===== config.mk =====
export PLATFORM = sky130hd
export DESIGN_NAME = region_xlate
export DESIGN_NICKNAME = d
export VERILOG_FILES = /design/src/rtl/region_xlate.sv
export SDC_FILE = /design/constraint.sdc
export NUM_CORES = 1
export LEC_CHECK = 0
export BUFFER_PORTS_ARGS = -buffer_cell sky130_fd_sc_hd__buf_4
export CAP_MARGIN = 15
export CORE_AREA = 2 2 165 207
export DETAILED_ROUTE_END_ITERATION = 16
export DIE_AREA = 0 0 167 209
export PLACE_DENSITY_LB_ADDON = 0.05
export SYNTH_ARGS = -nofsm -noshare
export SYNTH_HDL_FRONTEND = slang
export SYNTH_SLANG_ARGS = --single-unit

===== constraint.sdc =====
create_clock -name clk -period 8.73 [get_ports clk]
set_input_delay 0.873 -clock clk [delete_from_list [all_inputs] [get_ports clk]]
set_output_delay 0.873 -clock clk [all_outputs]
set_load 0.03 [all_outputs]

===== src/rtl/region_xlate.sv =====
module region_xlate #(
  parameter int VA_W  = 32,
  parameter int OFS_W = 9,
  parameter int PFN_W = 21,
  parameter int PTE_W = 32,
  parameter int LEN_W = VA_W - 2 - OFS_W + 1
) (
  input  logic               clk,
  input  logic               rst_n,
  input  logic               cfg_we,
  input  logic [1:0]         cfg_sel,
  input  logic [VA_W-1:0]    cfg_base,
  input  logic [LEN_W-1:0]   cfg_len,
  input  logic               req_valid,
  output logic               req_ready,
  input  logic [VA_W-1:0]    req_va,
  input  logic               req_kmode,
  output logic               mem_rd,
  output logic [PFN_W+OFS_W-1:0] mem_addr,
  input  logic               mem_rvalid,
  input  logic [PTE_W-1:0]   mem_rdata,
  output logic               rsp_valid,
  output logic [1:0]         rsp_fault,
  output logic [PFN_W+OFS_W-1:0] rsp_pa
);
  localparam int VPN_W = VA_W - 2 - OFS_W;
  localparam int PA_W  = PFN_W + OFS_W;
  localparam logic [1:0] F_OK = 2'd0, F_LEN = 2'd1, F_ACC = 2'd2, F_XLT = 2'd3;
  localparam logic [1:0] KRN = 2'd2;

  logic [VA_W-1:0]  base_q [3];
  logic [LEN_W-1:0] len_q  [3];
  logic             busy, nested;
  logic [OFS_W-1:0] ofs_q, tofs_q;

  logic [1:0]       rgn, ri;
  logic [VPN_W-1:0] vpn, tvpn, kidx;
  logic [VA_W-1:0]  tva;
  logic [PA_W-1:0]  first_addr;
  logic [1:0]       fault_now;
  logic             pte_ok;
  logic [PFN_W-1:0] pfn;

  assign rgn  = req_va[VA_W-1 -: 2];
  assign ri   = (rgn == 2'd3) ? 2'd0 : rgn;
  assign vpn  = req_va[OFS_W +: VPN_W];
  assign tva  = base_q[ri] + VA_W'({vpn, 2'b00});
  assign tvpn = tva[OFS_W +: VPN_W];
  assign kidx = (rgn == KRN) ? vpn : tvpn;
  assign first_addr = base_q[KRN][PA_W-1:0] + PA_W'({kidx, 2'b00});
  assign pte_ok = mem_rdata[PTE_W-1];
  assign pfn    = mem_rdata[PFN_W-1:0];

  assign req_ready = !busy;
  assign mem_rd    = busy;

  always_comb begin
    if (rgn == 2'd3 || (rgn == KRN && !req_kmode)) fault_now = F_ACC;
    else if ({1'b0, vpn} >= len_q[ri])             fault_now = F_LEN;
    else if (rgn != KRN && {1'b0, tvpn} >= len_q[KRN]) fault_now = F_LEN;
    else                                           fault_now = F_OK;
  end

  logic unused;
  assign unused = ^{tva[VA_W-1:OFS_W+VPN_W], mem_rdata[PTE_W-2:PFN_W]};

  always_ff @(posedge clk) begin
    if (!rst_n) begin
      for (int i = 0; i < 3; i++) begin
        base_q[i] <= '0;
        len_q[i]  <= '0;
      end
      busy      <= 1'b0;
      nested    <= 1'b0;
      ofs_q     <= '0;
      tofs_q    <= '0;
      mem_addr  <= '0;
      rsp_valid <= 1'b0;
      rsp_fault <= F_OK;
      rsp_pa    <= '0;
    end else begin
      rsp_valid <= 1'b0;
      for (int i = 0; i < 3; i++) begin
        if (cfg_we && cfg_sel == i[1:0]) begin
          base_q[i] <= cfg_base;
          len_q[i]  <= cfg_len;
        end
      end
      if (!busy && req_valid) begin
        if (fault_now != F_OK) begin
          rsp_valid <= 1'b1;
          rsp_fault <= fault_now;
          rsp_pa    <= '0;
        end else begin
          busy     <= 1'b1;
          nested   <= (rgn != KRN);
          mem_addr <= first_addr;
          ofs_q    <= req_va[OFS_W-1:0];
          tofs_q   <= tva[OFS_W-1:0];
        end
      end else if (busy && mem_rvalid) begin
        if (!pte_ok) begin
          busy      <= 1'b0;
          rsp_valid <= 1'b1;
          rsp_fault <= F_XLT;
          rsp_pa    <= '0;
        end else if (nested) begin
          nested   <= 1'b0;
          mem_addr <= {pfn, tofs_q};
        end else begin
          busy      <= 1'b0;
          rsp_valid <= 1'b1;
          rsp_fault <= F_OK;
          rsp_pa    <= {pfn, ofs_q};
        end
      end
    end
  end
endmodule



## Yosys cells after proc, flatten, opt, wreduce, memory -nomap -nowiden

Memories as Yosys holds them, arrays and structs flattened.
Cells that the tools add are included.

- Bits in latches: 0
- Register bits after elaboration: 83
- Memory bits (writable): 162
- Memory bits (read-only): 0
- Word-level logic and storage cells: 99
- Output and inout port bits: 65
- Memories: 2

Memory list:

| name | depth | width | rd ports | clocked after memory_dff | wr ports | line | RTL |
|---|---|---|---|---|---|---|---|
| base_q | 3 | 32 | 2 | 0 | 3 | 31 | `logic [VA_W-1:0] base_q [3];` |
| len_q | 3 | 22 | 2 | 0 | 3 | 32 | `logic [LEN_W-1:0] len_q [3];` |

- $lt $le $gt $ge: 2
- Shift-type cells: 0
- Multiplexer cells: 50
- Add/subtract/negate cells: 2
- Reduce and logical (&&, ||, !) cells: 20
- Bitwise operators: 7
- Div/mod/pow operators: 0
- Equality and inequality tests: 8
- Multipliers: 0

Operators by type and width:

| cell | count |
|---|---|
| 30-bit 2-to-1 mux | 10 |
| 32-bit 2-to-1 mux | 3 |
| 22-bit 2-to-1 mux | 3 |
| 30-bit by 23-bit adder with 30-bit output | 2 |
| 21-bit by 22-bit >= comparator with 1-bit output | 2 |
| 1-bit 2-to-1 mux | 26 |
| 21-bit 2-to-1 mux | 1 |
| 2-bit 2-to-1 mux | 7 |
| 3-bit AND reduction | 3 |
| 2-bit nonzero test | 4 |
| 1-bit logical AND | 7 |
| 2-bit == test, second input constant | 3 |
| 1-bit OR | 6 |
| 2-bit != test, second input constant | 2 |
| 4-bit AND reduction | 1 |
| 3-bit by 2-bit != test with 1-bit output, second input constant | 1 |
| 2-bit by 1-bit == test with 1-bit output, second input constant | 1 |
| 1-bit logical NOT | 2 |
| 2-bit logical NOT | 1 |
| 2-bit by 1-bit != test with 1-bit output, second input constant | 1 |
| 2-bit AND reduction | 1 |
| 1-bit logical OR | 1 |
| 1-bit NOT | 1 |

## Longest topological paths before layout

Gate-level depths: netlist of run 1.
An unclocked memory read counts as a cell.

- Word-level depth: 12
- Gate-level depth with buffers: 31
- Depth with buffers taken out: 25

## Least setup slack after synthesis of run 1

OpenSTA, ideal clock, no wires.

- Path type: in2reg
- From: input port req_va[30]
- To: register mem_addr[24]
- Path slack: 2.010 ns
- Arrival: 6.604 ns
- Path buffers: 6
- Stages: 30
- Path through: buf_2 > buf_2 > buf_2 > buf_2 > buf_2 > buf_2 > mux2i_1 > a21oi_1 > ha_1 > inv_1 > fa_1 > nor2b_4 > o31a_1 > o2111ai_2 > a21oi_1 > or3b_4 > o221a_4 > o21ai_1 > xor2_1 > o21ai_0 > ha_1 > a21oi_1 > o21ai_0 > o21ai_0 > a21oi_1 > o41a_1 > or4_1 > a32o_1 > mux2i_1 > nor2b_1

- Longest elaborated chain between the ends: 12
- Elaborated cells between the ends (all ways): 22
- Classes of those cells: add/sub: 2; order compare: 2; eq/ne: 4; mux: 7; reduce/logical: 5; memory: 2

Ends and longest elaborated chain:

| element | line | RTL |
|---|---|---|
| from (decl) | 16 | `input logic [VA_W-1:0] req_va,` |
| 2-bit == test | 45, 58 |  |
| 2-bit 2-to-1 mux | 45 | `assign ri = (rgn == 2'd3) ? 2'd0 : rgn;` |
| memory 3 x 32 bit | n/a |  |
| 30-bit by 23-bit adder with 30-bit output | 47 | `assign tva = base_q[ri] + VA_W'({vpn, 2'b00});` |
| 21-bit by 22-bit >= comparator with 1-bit output | 60 | `else if (rgn != KRN && {1'b0, tvpn} >= len_q[KRN]) fault_now = F_LEN;` |
| 1-bit logical AND | 60 |  |
| 1-bit 2-to-1 mux | 60 |  |
| 1-bit 2-to-1 mux | 59 | `else if ({1'b0, vpn} >= len_q[ri]) fault_now = F_LEN;` |
| 2-bit 2-to-1 mux | 58 | `if (rgn == 2'd3 \|\| (rgn == KRN && !req_kmode)) fault_now = F_ACC;` |
| 2-bit nonzero test | 90 | `if (fault_now != F_OK) begin` |
| 2-bit != test (no line) | n/a |  |
| 4-bit AND reduction (no line) | n/a |  |
| to (signal assigned) | 97 | `mem_addr <= first_addr;` |
| to (signal assigned) | 109 | `mem_addr <= {pfn, tofs_q};` |
| to (decl) | 19 | `output logic [PFN_W+OFS_W-1:0] mem_addr,` |

Several ways; a longest one is shown, not always the timed one. The select of a mux whose other input is x is not followed.
A chain may end at the register's enable or synchronous reset.

## Final worst setup path of run 1

- From: input port req_va[30]
- To: register mem_addr[14]

Same word-level chain as after synthesis.

==> results.yml, run 1 <==
sta:
  setup_viol: 0
  worst_clock_skew_ns: 0.0197
  tns_ns: 0
  final-max-slew-violation-count: 0
  tightest_slew_ns: 1.02
  fmax_mhz: 148
  hold_viol_final: 0
  postLayoutSetupSlackWorst_ns: 1.96
  post-route-period-util: 0.775
  relSlewSlack: 0.315
  rsz0062_at_grt: "false"
  min_period_ns: 6.77
synthesis:
  synth_top_family_by_area: "compound AO/OA/AOI/OAI gates"
  synth_fa_ha_area_frac: 0.0805
  synth_simple_gate_area_share: 0.155
  synth_nets: 1555
  yosys_register_bits: 239
  synth.area.mux_share: 0.0582
  synth-compound-area-share: 0.180
  synth_edf_count: 156
  ys_async_sr_fraction: 0
  synthXorXnorAreaFrac: 0.0294
  ys_types: 73
  seq_area_frac_synth: 0.463
  yosysWarnings: 0
  syn_inst: 1342
  synth_flop_cell: "edfxtp_1"
  synth_area_um2: 13700
  avgSynthCellArea_um2: 10.2
worst_setup_path:
  endpoint_kind: "flop"
  crit_start: "req_va[30]"
  critPathSlowestCell: "buf_4"
  r2r_start: "base_q[0][2]"
  crit_buf_inv: 2
  r2r_slack_ns: 2.57
  slowest_delay_ns: 0.53
  path_cells: "buf_4 > mux2_2 > o21a_1 > ha_1 > a211oi_1 > o21bai_1 > a21oi_1 > o311a_1 > o31ai_2 > a31o_2 > nand3_1 > xnor2_1 > ha_1 > nand4_1 > nor4_2 > o2111ai_1 > a21oi_1 > nor4_1 > nand3_2 > o21ai_4 > buf_4 > o311ai_0 > o211a_1"
  crit_fanout: 57
  critical-path-top-delay-family: "compound AO/OA/AOI/OAI gates"
  cp.arrival_ns: 7.20
  startpoint_type: "primary input"
  critPathRequiredTime_ns: 9.16
  critPathKind: "primary input to flop"
run_status:
  status: "complete, no violations"
detailed_routing:
  vias: 10401
  drt-total-wl_um: 36500
  dr.max_layer_used: "met4"
  met3_length_um: 1540
  via_per_inst: 5.40
  wl_per_cell_um: 18.9
  wl_met2_um: 17100
  met1_length_um: 17000
  drt_iter0_drc: 556
  drt_first_pass_iters: 5
  antenna_left: 0
  drc: 0
pwr:
  power_leakage_uw: 0.00680
  internal_power_uw: 2360
  switchingPower_uw: 1090
  clock_power_share: 0.321
  peakVddDrop_mv: 0.158
  p_sw_frac: 0.316
  p_per_area_nw_per_um2: 212
  p_comb_frac: 0.286
  seqPwrFrac: 0.393
final_layout:
  post-route-util: 0.492
  fill_cells: 3174
  final_cell_area_um2: 16300
  layout.nets: 1697
  diodes: 0
  drive_above_1_share: 0.193
  multi_input_area_um2: 6950
  register_area_um2: 6350
  area_growth_syn_to_layout_pct: 18.8
clock_tree:
  cts_tree: "yes"
  hold_buffers: 0
  htree_levels: 1
  insertion_delay_ns: 0.54
  cts_root_buf: "clkbuf_16"
  path_clk_slew_ns: 0.06
  cts_setup_buffers: 0
  cts_max_path_buffers: 3
  cts.sinks: 239
  post_cts_resized: 0
  cts-buffers-inserted: 26
die:
  rows: 75
  start_util: 0.414
  die_w_um: 167
  die_h_um: 209
  coreArea_um2: 33100
  io_pins: 191
  die_area_um2: 34900
placed_design:
  pre_cts_slack_ns: 1.50
  port_buffers: 178
  place_area_um2: 15400
  gp_congestion: 0.835
  dp.final_hpwl_um: 26200
global_route:
  grt_pass1_wl_um: 57400
  grt_util_all_layers: 0.207
  antenna_found_initial: 0
  gr-total-overflow: 0
  grt_pass1_vias: 10297
  grt_max_degree: 84
worst_hold_path:
  worstHoldStart: "rsp_pa[24]"
  min_path_type: "flop to flop"
run:
  maxCapViolCount: 0
[cells by family after synthesis]
kind of cell | Yosys count
muxes | 76
AOI/OAI and AO/OA | 362
adders and majority gates | 87
buffers and inverters | 113
and+or+nand+nor | 419
xor gates and xnor gates | 46
DFF | 239
[per-stage QoR]
stage / hold WS, ns / instances / total power [uW]
after floorplan: 0.444 / 1342 / 2060
after global placement: 0.438 / 1879 / 2360
after detailed placement: 0.444 / 1879 / 2370
after CTS: 0.452 / 1927 / 3490
after global routing: 0.469 / 1927 / 3660
final: 0.449 / 1927 / 3450
[layer usage]
metal / track usage / vias to the layer above
met4: 0.0595 / 0
met1: 0.278 / 4908
li1: - / 5232
met3: 0.0273 / 42
met5: 0 / -
met2: 0.350 / 219
[state kept, by name, indices dropped and copies added (netlist names)]
name	count
ofs_q	9
nested	1
len_q	66
tofs_q	9
rsp_pa	30
rsp_fault	2
rsp_valid	1
mem_addr	30
base_q	90
mem_rd	1
[cells in the mapped netlist, types with 3 or more instances]
library cell / number / area, um2
clkbuf_1: 50 / 188
and2_1: 56 / 350
nor2b_1: 57 / 357
o211a_1: 19 / 190
edfxtp_1: 156 / 4680
nor2_1: 40 / 150
o21a_1: 9 / 67.6
mux2_2: 26 / 293
buf_4: 4 / 30.0
or3b_1: 3 / 26.3
a21boi_0: 8 / 60.1
nand3_1: 46 / 230
nand2_1: 156 / 586
o211ai_1: 38 / 285
nand4b_1: 3 / 26.3
nor4_1: 3 / 18.8
or2_2: 5 / 31.3
buf_1: 4 / 15.0
inv_1: 33 / 124
a21boi_1: 18 / 135
nor3_1: 5 / 25.0
o21bai_1: 5 / 37.5
a311oi_1: 5 / 43.8
dfxtp_1: 83 / 1660
and3_1: 10 / 62.6
o221ai_1: 4 / 35.0
a22oi_1: 7 / 52.6
a211oi_1: 42 / 315
a21oi_1: 87 / 435
nand4_1: 10 / 62.6
buf_2: 21 / 105
nand3b_1: 4 / 30.0
o21ai_0: 51 / 255
xor2_1: 24 / 210
ha_1: 85 / 1060
xnor2_1: 22 / 193
a21o_1: 27 / 203
o21ai_1: 6 / 30.0
nand2b_1: 10 / 62.6
a31oi_1: 10 / 62.6
mux2i_1: 49 / 490
[path summary, 6_finish.rpt]
| path | end | cells after the start |
|---|---|---|
| worst min-delay path | rsp_pa[24] | 2 |
| worst max register to register | mem_addr[14] | 25 |
| worst min register to register | rsp_pa[24] | 2 |
| worst max-delay path | mem_addr[14] | 23 |
[worst register-to-register path: stages (launching register included)]
cell	delay [ns]
edfxtp_1	0.38
nor2b_1	0.14
a211oi_1	0.26
a21oi_1	0.07
ha_1	0.26
inv_1	0.08
fa_1	0.23
nor2b_4	0.06
o31a_1	0.29
o2111ai_2	0.26
a21oi_1	0.12
or3b_4	0.44
o221a_4	0.26
o21ai_1	0.22
xnor2_1	0.16
ha_1	0.27
a21o_1	0.16
a21oi_1	0.12
or2_2	0.11
a311oi_1	0.10
nor4_1	0.37
nand3_2	0.51
o21ai_4	0.18
buf_4	0.53
o311ai_0	0.30
o211a_1	0.19
[cells in the final DEF (no fill, tap or decap), types with 9 or more instances in the layout]
cell type,instances
edfxtp_1,156
o21ai_0,49
a21boi_1,18
nor2_1,40
nand3_1,46
and3_1,10
dfxtp_1,83
a21oi_1,86
mux2i_1,49
xnor2_1,22
o211a_1,19
a31oi_1,10
nand2_1,155
a21o_1,27
o211ai_1,38
ha_1,85
and2_1,56
mux2_2,26
clkbuf_16,28
a211oi_1,42
xor2_1,24
buf_4,192
nor2b_1,56
nand2b_1,10
inv_1,33
o21a_1,9
nand4_1,10
[cell type report]
cell class | instances | area share
Tap cell | 423 | 0.0325
Timing Repair Buffer | 193 | 0.0897
Sequential cell | 239 | 0.390
Multi-Input combinational cell | 990 | 0.427
Inverter | 34 | 0.00784
Clock inverter | 5 | 0.00184
Clock buffer | 43 | 0.0518
[power by group through the flow]
stage               Combinational (uW)  Sequential [uW]  Clock, uW
floorplan                          644             1410          0
global placement                   982             1380          0
detailed placement                 989             1380          0
CTS                                994             1360       1140
global route                      1100             1370       1190
finish                             987             1350       1110
Power figures use the tool's default switching activity.
==> run 2, diff against run 1 <==
- clock period: 8.73 -> 7 ns (I/O delays scaled with it)
==> run 2 against run 1 <==
  * Clock power rose by 24%
  * Non-clock buffer count rose by 7
  * Sequential share of layout area fell by 0.054 points
  * Register-to-register slack got worse by 1.3 ns
  * Combinational power rose by 26%
  * Wire length rose by 1.1%
  * First-iteration DRC count fell by 4.3%
==> results.yml, run 2 (same netlist as run 1, synthesis figures left out) <==
worst_setup_path:
  critPathRequiredTime_ns: 7.44
  cp.arrival_ns: 6.43
  critPathSlowestCell: "buf_4"
  critical-path-top-delay-family: "compound AO/OA/AOI/OAI gates"
  slowest_delay_ns: 0.53
  startpoint_type: "primary input"
  crit_fanout: 45
  timing.critical_path.mode_cell: "a21oi_1"
  critPathKind: "primary input to flop"
  endpoint_kind: "flop"
  path_cells: "buf_4 > buf_4 > nor2b_1 > a211oi_1 > a21oi_1 > ha_1 > a21o_1 > a21o_1 > a21oi_1 > or3b_4 > o221a_4 > o21ai_1 > xor2_1 > o21ai_0 > ha_1 > a21oi_1 > o21ai_0 > a21oi_1 > a21oi_1 > o41a_1 > or4_1 > a32o_1 > mux2i_1 > nor2b_1"
  crit_buf_inv: 2
sta:
  relSlewSlack: 0.304
  tightest_slew_ns: 1.04
  setup_viol: 0
  rsz0062_at_grt: "false"
  tns_ns: 0
  post-route-period-util: 0.857
  final-max-slew-violation-count: 0
  fmax_mhz: 167
  min_period_ns: 6.00
  hold_viol_final: 0
  postLayoutSetupSlackWorst_ns: 1.00
  worst_clock_skew_ns: 0.0101
final_layout:
  area_growth_syn_to_layout_pct: 19.0
  top_register: "base_q"
  reg_top3: "base_q (90), len_q (66)"
  largest_reg_flops: 90
  final_common_cell: "buf_4"
  drive_above_1_share: 0.193
  layout_common_cells: "buf_4 (200), edfxtp_1 (156), nand2_1 (155), a21oi_1 (86), ha_1 (85)"
  diodes: 0
  instances_no_fill: 1934
  final_cell_area_um2: 16300
  layout.nets: 1704
die:
  io_pins: 191
  die_w_um: 167
  die_area_um2: 34900
  rows: 75
  start_util: 0.414
  die_h_um: 209
  coreArea_um2: 33100
placed_design:
  pre_cts_slack_ns: 0.500
  dp.final_hpwl_um: 26500
  gp_congestion: 0.862
  dp.cells: 1886
  port_buffers: 178
  place_area_um2: 15500
clock_tree:
  cts_tree: "yes"
  cts_root_buf: "clkbuf_16"
  path_clk_slew_ns: 0.06
  insertion_delay_ns: 0.55
  cts_max_path_buffers: 3
  cts_setup_buffers: 0
  hold_buffers: 0
  cts-buffers-inserted: 26
  htree_levels: 1
  cts.sinks: 239
  post_cts_resized: 0
detailed_routing:
  via_per_inst: 5.46
  drt-total-wl_um: 36900
  vias: 10568
  antenna_left: 0
  wl_per_cell_um: 19.1
  drt_iter0_drc: 532
  drt_first_pass_iters: 5
  drc: 0
worst_hold_path:
  min_path_type: "primary input to flop"
pwr:
  p_per_area_nw_per_um2: 264
  power_leakage_uw: 0.00680
  peakVddDrop_mv: 0.171
  fin_total_pwr_uw: 4310
global_route:
  grt_pass1_wl_um: 57300
  grt_pass1_vias: 10229
  gr-total-overflow: 0
  grt_util_all_layers: 0.207
  antenna_found_initial: 0
  grt_max_degree: 84
run_status:
  status: "complete, no violations"
run:
  maxCapViolCount: 0
[run 2: cell count changes in the layout (fill, tap and decap cells not counted), sizes merged]
cell      delta
clkbuf       -6
clkinv       +4
bufinv       +2
inv          -2
buf          +7
clkinvlp     +2
[run 2: final timing paths]
check               startpoint           end  slack [ns]  cells past startpoint
hold reg to reg     rsp_pa[23]    rsp_pa[23]        0.45                      2
setup reg to reg  base_q[0][2]  mem_addr[24]        1.24                     25
hold / removal       req_va[8]      ofs_q[8]        0.41                      3
setup / recovery    req_va[30]  mem_addr[24]        1.00                     24
[run 2: metrics by stage]
step                      hold slack, ns   util
final                              0.414  0.492
after detailed placement           0.444  0.466
after floorplan                    0.444      -
after global routing               0.411  0.492
after CTS                          0.386  0.492
after global placement             0.438  0.466
[run 2: final cells by class]
cell class                      instances  area [um2]
Timing Repair Buffer                  200        1500
Clock inverter                         11         108
Tap cell                              423         529
Clock buffer                           37         748
Multi-Input combinational cell        990        6950
Sequential cell                       239        6350
Inverter                               34         128
Fill cell                            3176       16800
[run 2: power breakdown]
part           switching (uW)  internal [uW]
Sequential               59.8           1630
Combinational             746            496
Clock                     562            816
[run 2: per-layer routing]
metal | vias to the layer above | global-route usage | part of all wire
met5 | - | 0 | 0
met4 | 0 | 0.0589 | 0.023
met3 | 50 | 0.0271 | 0.042
met2 | 241 | 0.354 | 0.48
met1 | 5040 | 0.275 | 0.46
li1 | 5237 | - | -
[run 2: worst min-delay path, stage by stage]
cell and delay [ns]:
buf_4 0.07, mux2i_1 0.05, nor2b_1 0.09
==> run 3, diff against run 2 <==
- clock period: 7 -> 5.05 ns (I/O delays scaled with it)
==> run 3 against run 2 <==
  * The flow now finishes with violations (negative setup slack)
  * Register-to-register slack lost 1.5 ns
  * Sequential share of layout area shrank 5.3 points
  * Clock power grew 35%
  * Cell count grew 12%
  * Via count grew 7.8%
  * Utilization grew 7.7 points
  * Clock skew grew 0.0079 ns
  * Wire length grew 9.6%
  * Critical endpoint is now rsp_pa[1]
  * Largest power group is now combinational logic
  * Highest routed layer unchanged
==> results.yml, run 3 (same netlist as run 1, synthesis figures left out) <==
global_route:
  antenna_found_initial: 0
  gr-total-overflow: 0
  grt_util_all_layers: 0.227
  grt_util_met3: 0.0235
  grt.busiest_layer: "met2"
  gr-usage-met1: 0.293
  grt_pass1_wl_um: 62700
  grt_max_degree: 84
  met2_usage: 0.405
  grt_pass1_vias: 11335
worst_setup_path:
  cp.arrival_ns: 5.76
  startpoint_type: "flop"
  endpoint_kind: "flop"
  rr_worst_depth: 28
  critPathSlowestCell: "edfxtp_1"
  slowest_delay_ns: 0.41
  critPathKind: "flop to flop"
  critPathRequiredTime_ns: 5.48
  crit_fanout: 5
sta:
  rsz0062_at_grt: "true"
  final-max-slew-violation-count: 0
  tightest_slew_ns: 0.876
  min_period_ns: 5.33
  hold_viol_final: 0
  setup_viol: 82
  fmax_mhz: 188
  postLayoutSetupSlackWorst_ns: -0.282
  post-route-period-util: 1.06
  worst_clock_skew_ns: 0.0180
  relSlewSlack: 0.413
pwr:
  power_leakage_uw: 0.00809
  p_per_area_nw_per_um2: 354
  p_comb_frac: 0.371
  seqPwrFrac: 0.351
  p_sw_frac: 0.318
  switchingPower_uw: 2120
  peakVddDrop_mv: 0.368
  fin_total_pwr_uw: 6680
  internal_power_uw: 4560
  clock_power_share: 0.278
clock_tree:
  hold_buffers: 0
  cts_max_path_buffers: 3
  insertion_delay_ns: 0.55
  cts-buffers-inserted: 27
  cts_tree: "yes"
  path_clk_slew_ns: 0.06
  cts_root_buf: "clkbuf_16"
  htree_levels: 1
  cts.sinks: 239
final_layout:
  final_cell_area_um2: 18900
  fill_cells: 3015
  layout_common_cells: "buf_4 (386), edfxtp_1 (156), nand2_1 (142), ha_1 (84), dfxtp_1 (83)"
  diodes: 0
  largest_reg_flops: 90
  reg_top3: "base_q (90), len_q (66)"
  instances_no_fill: 2158
  drive_above_1_share: 0.352
  final_common_cell: "buf_4"
  area_growth_syn_to_layout_pct: 37.6
  top_register: "base_q"
  layout.nets: 1928
run_status:
  failed_checks: "negative setup slack"
  status: "complete, but fails checks"
worst_hold_path:
  hold_path_depth: 3
  min_path_type: "primary input to flop"
detailed_routing:
  antenna_left: 0
  via_per_inst: 5.28
  drc: 0
  drt_iter0_drc: 522
  wl_per_cell_um: 18.7
  drt_first_pass_iters: 5
  drt-total-wl_um: 40400
  vias: 11393
placed_design:
  dp.final_hpwl_um: 29000
  place_area_um2: 17200
  gp_congestion: 0.866
  dp.cells: 2079
  port_buffers: 178
die:
  die_w_um: 167
  die_h_um: 209
  coreArea_um2: 33100
  start_util: 0.414
  io_pins: 191
  rows: 75
  die_area_um2: 34900
run:
  maxCapViolCount: 0
run 3: layer usage:
| layer | up-vias | part of all wire | wire length, um |
|---|---|---|---|
| li1 | 5695 | - | - |
| met1 | 5412 | 0.44 | 17700 |
| met2 | 238 | 0.50 | 20300 |
| met3 | 48 | 0.037 | 1480 |
| met4 | 0 | 0.023 | 917 |
| met5 | - | 0 | 0 |
run 3: through the flow:
stage	hold WS [ns]	setup slack (ns)	setup TNS [ns]	utilization
2_1_floorplan	0.435	-0.694	-29.09	-
3_3_place_gp	0.441	-0.626	-31.62	0.518
3_5_place_dp	0.445	-0.706	-36.26	0.518
4_1_cts	0.195	-0.208	-8.81	0.566
5_1_grt	0.221	-0.463	-30.65	0.569
6_report	0.219	-0.282	-17.08	0.569
run 3: area by class of cell:
cell class | instances | area, um2 | area share
clock buffer | 38 | 734 | 0.0390
tap | 423 | 529 | 0.0281
timing repair buffer | 423 | 3550 | 0.188
multi-input combinational | 990 | 7480 | 0.397
sequential | 239 | 6350 | 0.337
inverter | 34 | 128 | 0.00677
clock inverter | 11 | 85.1 | 0.00451
run 3: repair_timing:
action | in CTS | in global routing
setup buffers | 21 | 10
hold endpoints to repair | 0 | 0
gates cloned | 11 | 1
pin swaps | 44 | 37
resized for setup | 71 | 50
setup endpoints to repair | 82 | 83
run 3: path summary, 6_finish.rpt:
check,from,endpoint,slack [ns]
min,req_va[2],ofs_q[2],0.22
max reg2reg,base_q[0][2],rsp_pa[1],-0.28
min reg2reg,rsp_pa[23],rsp_pa[23],0.45
max,base_q[0][2],rsp_pa[1],-0.28
run 3: power by group through the flow:
stage               registers, uW  clock network [uW]  logic, uW
floorplan                    2440                   0       1170
global placement             2380                   0       2240
detailed placement           2380                   0       2260
CTS                          2350                1900       2460
global route                 2360                1980       2700
finish                       2350                1860       2480
run 3: critical path, delay by kind of cell (launching register included):
| family | cells | cell delay, ns |
|---|---|---|
| compound gates | 10 | 1.86 |
| flops | 1 | 0.41 |
| fa+ha+maj | 3 | 0.74 |
| xor+xnor | 1 | 0.09 |
| buf+inv | 6 | 0.81 |
| simple gates | 8 | 1.31 |
